File: src/rtl/plc_pkg.sv
package plc_pkg;

  localparam int SLICE_W = 2;
  localparam logic [SLICE_W-1:0] SLICE_TOP = 2'd3;

  // value of the base slice decoded into the ready flop of upper slice 1
  localparam logic [SLICE_W-1:0] FIRST_READY_TAP = 2'd2;

  // next value of a 2-bit counting slice
  function automatic logic [SLICE_W-1:0] slice_next(input logic [SLICE_W-1:0] v);
    return v + 2'd1;
  endfunction

  // two-input AND decode of a 2-bit slice against a fixed value
  function automatic logic slice_is(input logic [SLICE_W-1:0] v,
                                    input logic [SLICE_W-1:0] tap);
    return (v[1] ~^ tap[1]) & (v[0] ~^ tap[0]);
  endfunction

  // base-slice value a look-ahead chain for upper slice j must decode
  function automatic logic [SLICE_W-1:0] chain_tap(input int j);
    return SLICE_W'(4 - j);
  endfunction

  // number of flops in the look-ahead chain of upper slice j
  function automatic int chain_depth(input int j);
    return j - 1;
  endfunction

endpackage

File: src/rtl/plc_base_slice.sv
module plc_base_slice
  import plc_pkg::*;
(
  input  logic               clk,
  input  logic               rst,
  output logic [SLICE_W-1:0] q,
  output logic               at_top
);

  always_ff @(posedge clk) begin
    if (rst) q <= '0;
    else     q <= slice_next(q);
  end

  assign at_top = slice_is(q, SLICE_TOP);

  // free-running step modulo 4
  a_r1_base_step: assert property (@(posedge clk) disable iff (rst)
    !rst |=> q == SLICE_W'($past(q) + 2'd1));

endmodule

File: src/rtl/plc_ff_chain.sv
module plc_ff_chain #(
  parameter int DEPTH = 1
) (
  input  logic clk,
  input  logic rst,
  input  logic d,
  output logic q
);

  logic [DEPTH-1:0] sr;

  generate
    if (DEPTH == 1) begin : g_single
      always_ff @(posedge clk) begin
        if (rst) sr <= '0;
        else     sr <= d;
      end
    end else begin : g_multi
      always_ff @(posedge clk) begin
        if (rst) sr <= '0;
        else     sr <= {sr[DEPTH-2:0], d};
      end
    end
  endgenerate

  assign q = sr[DEPTH-1];

endmodule

File: src/rtl/plc_upper_slice.sv
module plc_upper_slice
  import plc_pkg::*;
(
  input  logic               clk,
  input  logic               rst,
  input  logic               go,
  input  logic               ready,
  output logic [SLICE_W-1:0] q,
  output logic               full_ready
);

  always_ff @(posedge clk) begin
    if (rst)     q <= '0;
    else if (go) q <= slice_next(q);
  end

  // this slice is all ones and every slice below it is too
  assign full_ready = slice_is(q, SLICE_TOP) & ready;

  // holds without a step command
  a_r3_hold: assert property (@(posedge clk) disable iff (rst)
    !go |=> $stable(q));

  // steps by one on a step command
  a_r3_step: assert property (@(posedge clk) disable iff (rst)
    go |=> q == SLICE_W'($past(q) + 2'd1));

endmodule

File: src/rtl/plc_lookahead_counter.sv
module plc_lookahead_counter
  import plc_pkg::*;
#(
  parameter int WIDTH = 8
) (
  input  logic             clk,
  input  logic             rst,
  output logic [WIDTH-1:0] count
);

  localparam int NUP = WIDTH / SLICE_W - 1;

  logic [SLICE_W-1:0] base_q;
  logic               base_top;

  logic [SLICE_W-1:0] up_q   [1:NUP];
  logic               ready  [1:NUP];
  logic               pulse  [1:NUP];
  logic               step   [1:NUP];
  logic               full_r [1:NUP];

  initial begin
    if (WIDTH < 4 || WIDTH > 8 || (WIDTH % 2) != 0)
      $error("plc_lookahead_counter: WIDTH must be even and within 4..8");
  end

  plc_base_slice u_base (
    .clk    (clk),
    .rst    (rst),
    .q      (base_q),
    .at_top (base_top)
  );

  assign count[SLICE_W-1:0] = base_q;

  genvar j;
  generate
    for (j = 1; j <= NUP; j++) begin : g_up
      logic ready_r;

      if (j == 1) begin : g_first
        // counting-path flop fed by the early decode of the base slice
        always_ff @(posedge clk) begin
          if (rst) ready_r <= 1'b0;
          else     ready_r <= slice_is(base_q, FIRST_READY_TAP);
        end
        assign pulse[j] = base_top;

        // the first ready flop is only high while the base slice is 3
        a_r2_first_ready: assert property (@(posedge clk) disable iff (rst)
          ready_r |-> base_q == SLICE_TOP);
      end else begin : g_rest
        logic early;

        // counting-path flop fed by the slice below being full
        always_ff @(posedge clk) begin
          if (rst) ready_r <= 1'b0;
          else     ready_r <= full_r[j-1];
        end

        assign early = slice_is(base_q, chain_tap(j));

        plc_ff_chain #(.DEPTH(chain_depth(j))) u_chain (
          .clk (clk),
          .rst (rst),
          .d   (early),
          .q   (pulse[j])
        );

        // the chain pulse lines up with base value 3
        a_r4_pulse_aligned: assert property (@(posedge clk) disable iff (rst)
          pulse[j] |-> base_q == SLICE_TOP);
      end

      assign ready[j] = ready_r;
      assign step[j]  = ready[j] & pulse[j];

      plc_upper_slice u_slice (
        .clk        (clk),
        .rst        (rst),
        .go         (step[j]),
        .ready      ((j == 1) ? 1'b1 : ready[j]),
        .q          (up_q[j]),
        .full_ready (full_r[j])
      );

      assign count[SLICE_W*j+1 : SLICE_W*j] = up_q[j];
    end
  endgenerate

  // the whole vector behaves as a binary counter
  a_r5_count_step: assert property (@(posedge clk) disable iff (rst)
    !rst |=> count == WIDTH'($past(count) + 1'b1));

  // a reset edge leaves the count at zero
  a_r6_reset_clear: assert property (@(posedge clk)
    rst |=> count == '0);

endmodule

File: config.mk
export PLATFORM = sky130hd
export DESIGN_NAME = plc_lookahead_counter
export DESIGN_NICKNAME = d
export VERILOG_FILES = /design/src/rtl/plc_pkg.sv /design/src/rtl/plc_base_slice.sv /design/src/rtl/plc_ff_chain.sv /design/src/rtl/plc_upper_slice.sv /design/src/rtl/plc_lookahead_counter.sv
export SDC_FILE = /design/constraint.sdc
export NUM_CORES = 1
export LEC_CHECK = 0
export ABC_CLOCK_PERIOD_IN_PS = 1000
export BUFFER_PORTS_ARGS = -buffer_cell sky130_fd_sc_hd__buf_4
export CAP_MARGIN = 20
export CORE_UTILIZATION = 40
export DETAILED_ROUTE_END_ITERATION = 10
export PLACE_DENSITY_LB_ADDON = 0.08
export SYNTH_ARGS = -nofsm -noshare
export SYNTH_HDL_FRONTEND = slang
export SYNTH_SLANG_ARGS = --single-unit
File: constraint.sdc
create_clock -name clk -period 1 [get_ports clk]
set_input_delay 0.1 -clock clk [delete_from_list [all_inputs] [get_ports clk]]
set_output_delay 0.1 -clock clk [all_outputs]
set_load 0.03 [all_outputs]
==> flow_metrics.env <==
export IMPL_cpMaxStageDelayCell="dfxtp_2"
export IMPL_cp_required_ps=1210
export IMPL_dieArea_mm2=0.00149
export IMPL_grt_overflow_total=0
export IMPL_grt_max_degree=15
export IMPL_clock_skew_ps=3.31
export IMPL_die_y_um=38.5
export IMPL_synth_mux_area_frac=0.0281
export IMPL_ys_warn_count=0
export IMPL_ys_types=16
export IMPL_total_power_mw=0.912
export IMPL_path_buf_inv=0
export IMPL_synth_xor_area_frac=0
export IMPL_antenna_found_initial=0
export IMPL_ctsHoldBuffers=0
export IMPL_rsz0062_at_grt="no"
export IMPL_critical_path_endpoint="g_up[1].u_slice.q[1]$_SDFFE_PP0P_"
export IMPL_cts_made_buffers=3
export IMPL_netlist_area_leader_share=0.487
export IMPL_startpoint_type="flip-flop"
export IMPL_post_cts_buffers=0
export IMPL_grt_pass1_wl_um=1340
export IMPL_num_nets_final=67
export IMPL_synth_seq_cells=13
export IMPL_finalHoldViolCount=0
export IMPL_fp_dieW_um=38.5
export IMPL_status="completed"
export IMPL_cts_root_buf="clkbuf_4"
export IMPL_path_depth=3
export IMPL_synthArstFlopShare=0
export IMPL_post_cts_resized=0
export IMPL_layout_drive_gt1_share=0.441
export IMPL_synth_top_family_by_area="simple AND/OR/NAND/NOR gates"
export IMPL_path_clk_slew_ps=70
export IMPL_syn_nets=55
export IMPL_synth_most_common_cell="dfxtp_1"
export IMPL_end_kind="flip-flop"
export IMPL_clock_fmax_mhz=1070
export IMPL_critical_path_top_delay_family="flip-flops"
export IMPL_syn_to_final_growth_pct=20.1
export IMPL_clock_sinks=13
export IMPL_cts_tree="yes"
export IMPL_yosys_area_share_simple=0.176
export IMPL_rows=12
export IMPL_synth_ff_type="dfxtp_1"
export IMPL_grt_pass1_vias=335
export IMPL_reg2reg_depth=3
export IMPL_setup_viol=0
export IMPL_cpPeakStageDelay_ps=340
export IMPL_crit_start="u_base.q[0]$_SDFF_PP0_"
export IMPL_drtIter0Drc=1
export IMPL_wl_per_cell_um=10.7
export IMPL_core_area_mm2=0.00117
export IMPL_synth_edf_count=0
export IMPL_relSlewSlack=0.830
export IMPL_synthAdderAreaFrac=0.117
export IMPL_reg2reg_slack_ps=60
export IMPL_finalCritPeriodShare=0.937
export IMPL_boundaryPins=10
export IMPL_ys_top_cells_by_area="dfxtp_1, ha_1, a21bo_2"
export IMPL_yosys_area_top_type="dfxtp_1"
export IMPL_grt_usage=0.135
export IMPL_vdd_drop_max_uv=795
export IMPL_viasPerCell=4.96
export IMPL_diodes=0
export IMPL_syn_area_um2=534
export IMPL_worstReg2RegStart="u_base.q[0]$_SDFF_PP0_"
export IMPL_cp_cell_sequence="ha_2, a21bo_2, a21oi_2"
export IMPL_routed_wl_um=780
export IMPL_clock_latency_ps=260
export IMPL_avgSynthCellArea_um2=11.1
export IMPL_synthTopCellsByCount="dfxtp_1, ha_1, nor2b_1"
export IMPL_final_min_clock_period_ps=937
export IMPL_powerDensity_mw_per_mm2=1420
export IMPL_io_buffers=9
export IMPL_clockBufferDepth=2
export IMPL_drcViolationCount=0
export IMPL_synth_compound_area_frac=0.148
export IMPL_hold_class="primary input to flip-flop"
export IMPL_path_max_fanout=5
export IMPL_drv_slew=0
export IMPL_antenna_left=0
export IMPL_htreeDepth=1
export IMPL_crit_arrival_ps=1140
export IMPL_place_gp_congestion=0.627
export IMPL_cap_violations=0
export IMPL_leakage_nw=0.285
export IMPL_tightest_slew_ps=254
export IMPL_start_util=0.456
export IMPL_fin_util=0.548
export IMPL_synthCells=48
export IMPL_reg2reg_to="g_up[1].u_slice.q[1]$_SDFFE_PP0P_"
export IMPL_fill_cells=110
export IMPL_path_class="flip-flop to flip-flop"
export IMPL_ys_seq_area_frac=0.487
export IMPL_firstDrtPassIters=2
export IMPL_num_vias=362
[flip-flops by register name, indices dropped and copies added, names as in the netlist]
signal and count:
g_up.ready_r 2, g_up.g_rest.u_chain.q 1, g_up.g_rest.u_chain.sr 2, g_up.u_slice.q 6, u_base.q 2
[logic make-up after synthesis]
| kind of cell | count (synthesis) |
|---|---|
| mux | 1 |
| flops | 13 |
| buf+inv | 4 |
| fa+ha+maj | 5 |
| simple gates | 15 |
| compound gates | 10 |
[worst min-delay path by stage]
| stage | from | end | depth (start not counted) |
|---|---|---|---|
| CTS | rst | g_up[1].u_slice.q[1]$_SDFFE_PP0P_ | 2 |
| global placement | rst | g_up[1].u_slice.q[1]$_SDFFE_PP0P_ | 2 |
| finish | rst | g_up[1].u_slice.q[1]$_SDFFE_PP0P_ | 2 |
| global route | rst | g_up[1].u_slice.q[1]$_SDFFE_PP0P_ | 2 |
| detailed placement | rst | g_up[1].u_slice.q[1]$_SDFFE_PP0P_ | 2 |
| floorplan | rst | g_up[2].ready_r$_SDFF_PP0_ | 1 |
[power by group]
part / switching [mW] / internal [mW]
registers: 0.0148 / 0.533
clock network: 0.150 / 0.154
logic: 0.0363 / 0.0248
total: 0.201 / 0.712
[layer usage]
layer | up-vias | global-route usage | wire [µm]
met5 | - | 0 | 0
met4 | 0 | 0.0776 | 0
met3 | 0 | 0.0349 | 36
met2 | 9 | 0.225 | 374
met1 | 164 | 0.153 | 368
li1 | 189 | - | -
[metrics by stage]
stage / cell area [µm²] / instances / setup TNS (ps) / hold slack, ps / setup slack, ps
6_report: 642 / 73 / 0 / 91.2 / 63.2
5_1_grt: 642 / 73 / 0 / 97.0 / 12.6
4_1_cts: 636 / 73 / 0 / 81.1 / 13.7
3_5_place_dp: 609 / 69 / 0 / 371 / 27.8
3_3_place_gp: 609 / 69 / 0 / 361 / 52.0
2_1_floorplan: 541 / 48 / -28.1 / 172 / -28.1
[cells in the final DEF, fill, tap and decap left out, types with 2 or more instances in the layout]
cell / n
dfxtp_1: 8
nand3_1: 2
a21bo_2: 4
ha_1: 4
clkbuf_4: 3
inv_1: 2
nor2_1: 3
nand3b_1: 3
dfxtp_2: 5
a21oi_1: 3
buf_4: 9
nor2b_1: 5
a21oi_2: 2
[final cells by class]
| type | instances | area [µm²] | share of cell area |
|---|---|---|---|
| Sequential cell | 13 | 267 | 0.415 |
| Multi-Input combinational cell | 31 | 256 | 0.400 |
| Clock buffer | 4 | 26.3 | 0.0409 |
| Timing Repair Buffer | 9 | 67.6 | 0.105 |
| Inverter | 2 | 7.51 | 0.0117 |
| Tap cell | 14 | 17.5 | 0.0273 |
No activity file was read; power rests on OpenSTA's default activity.
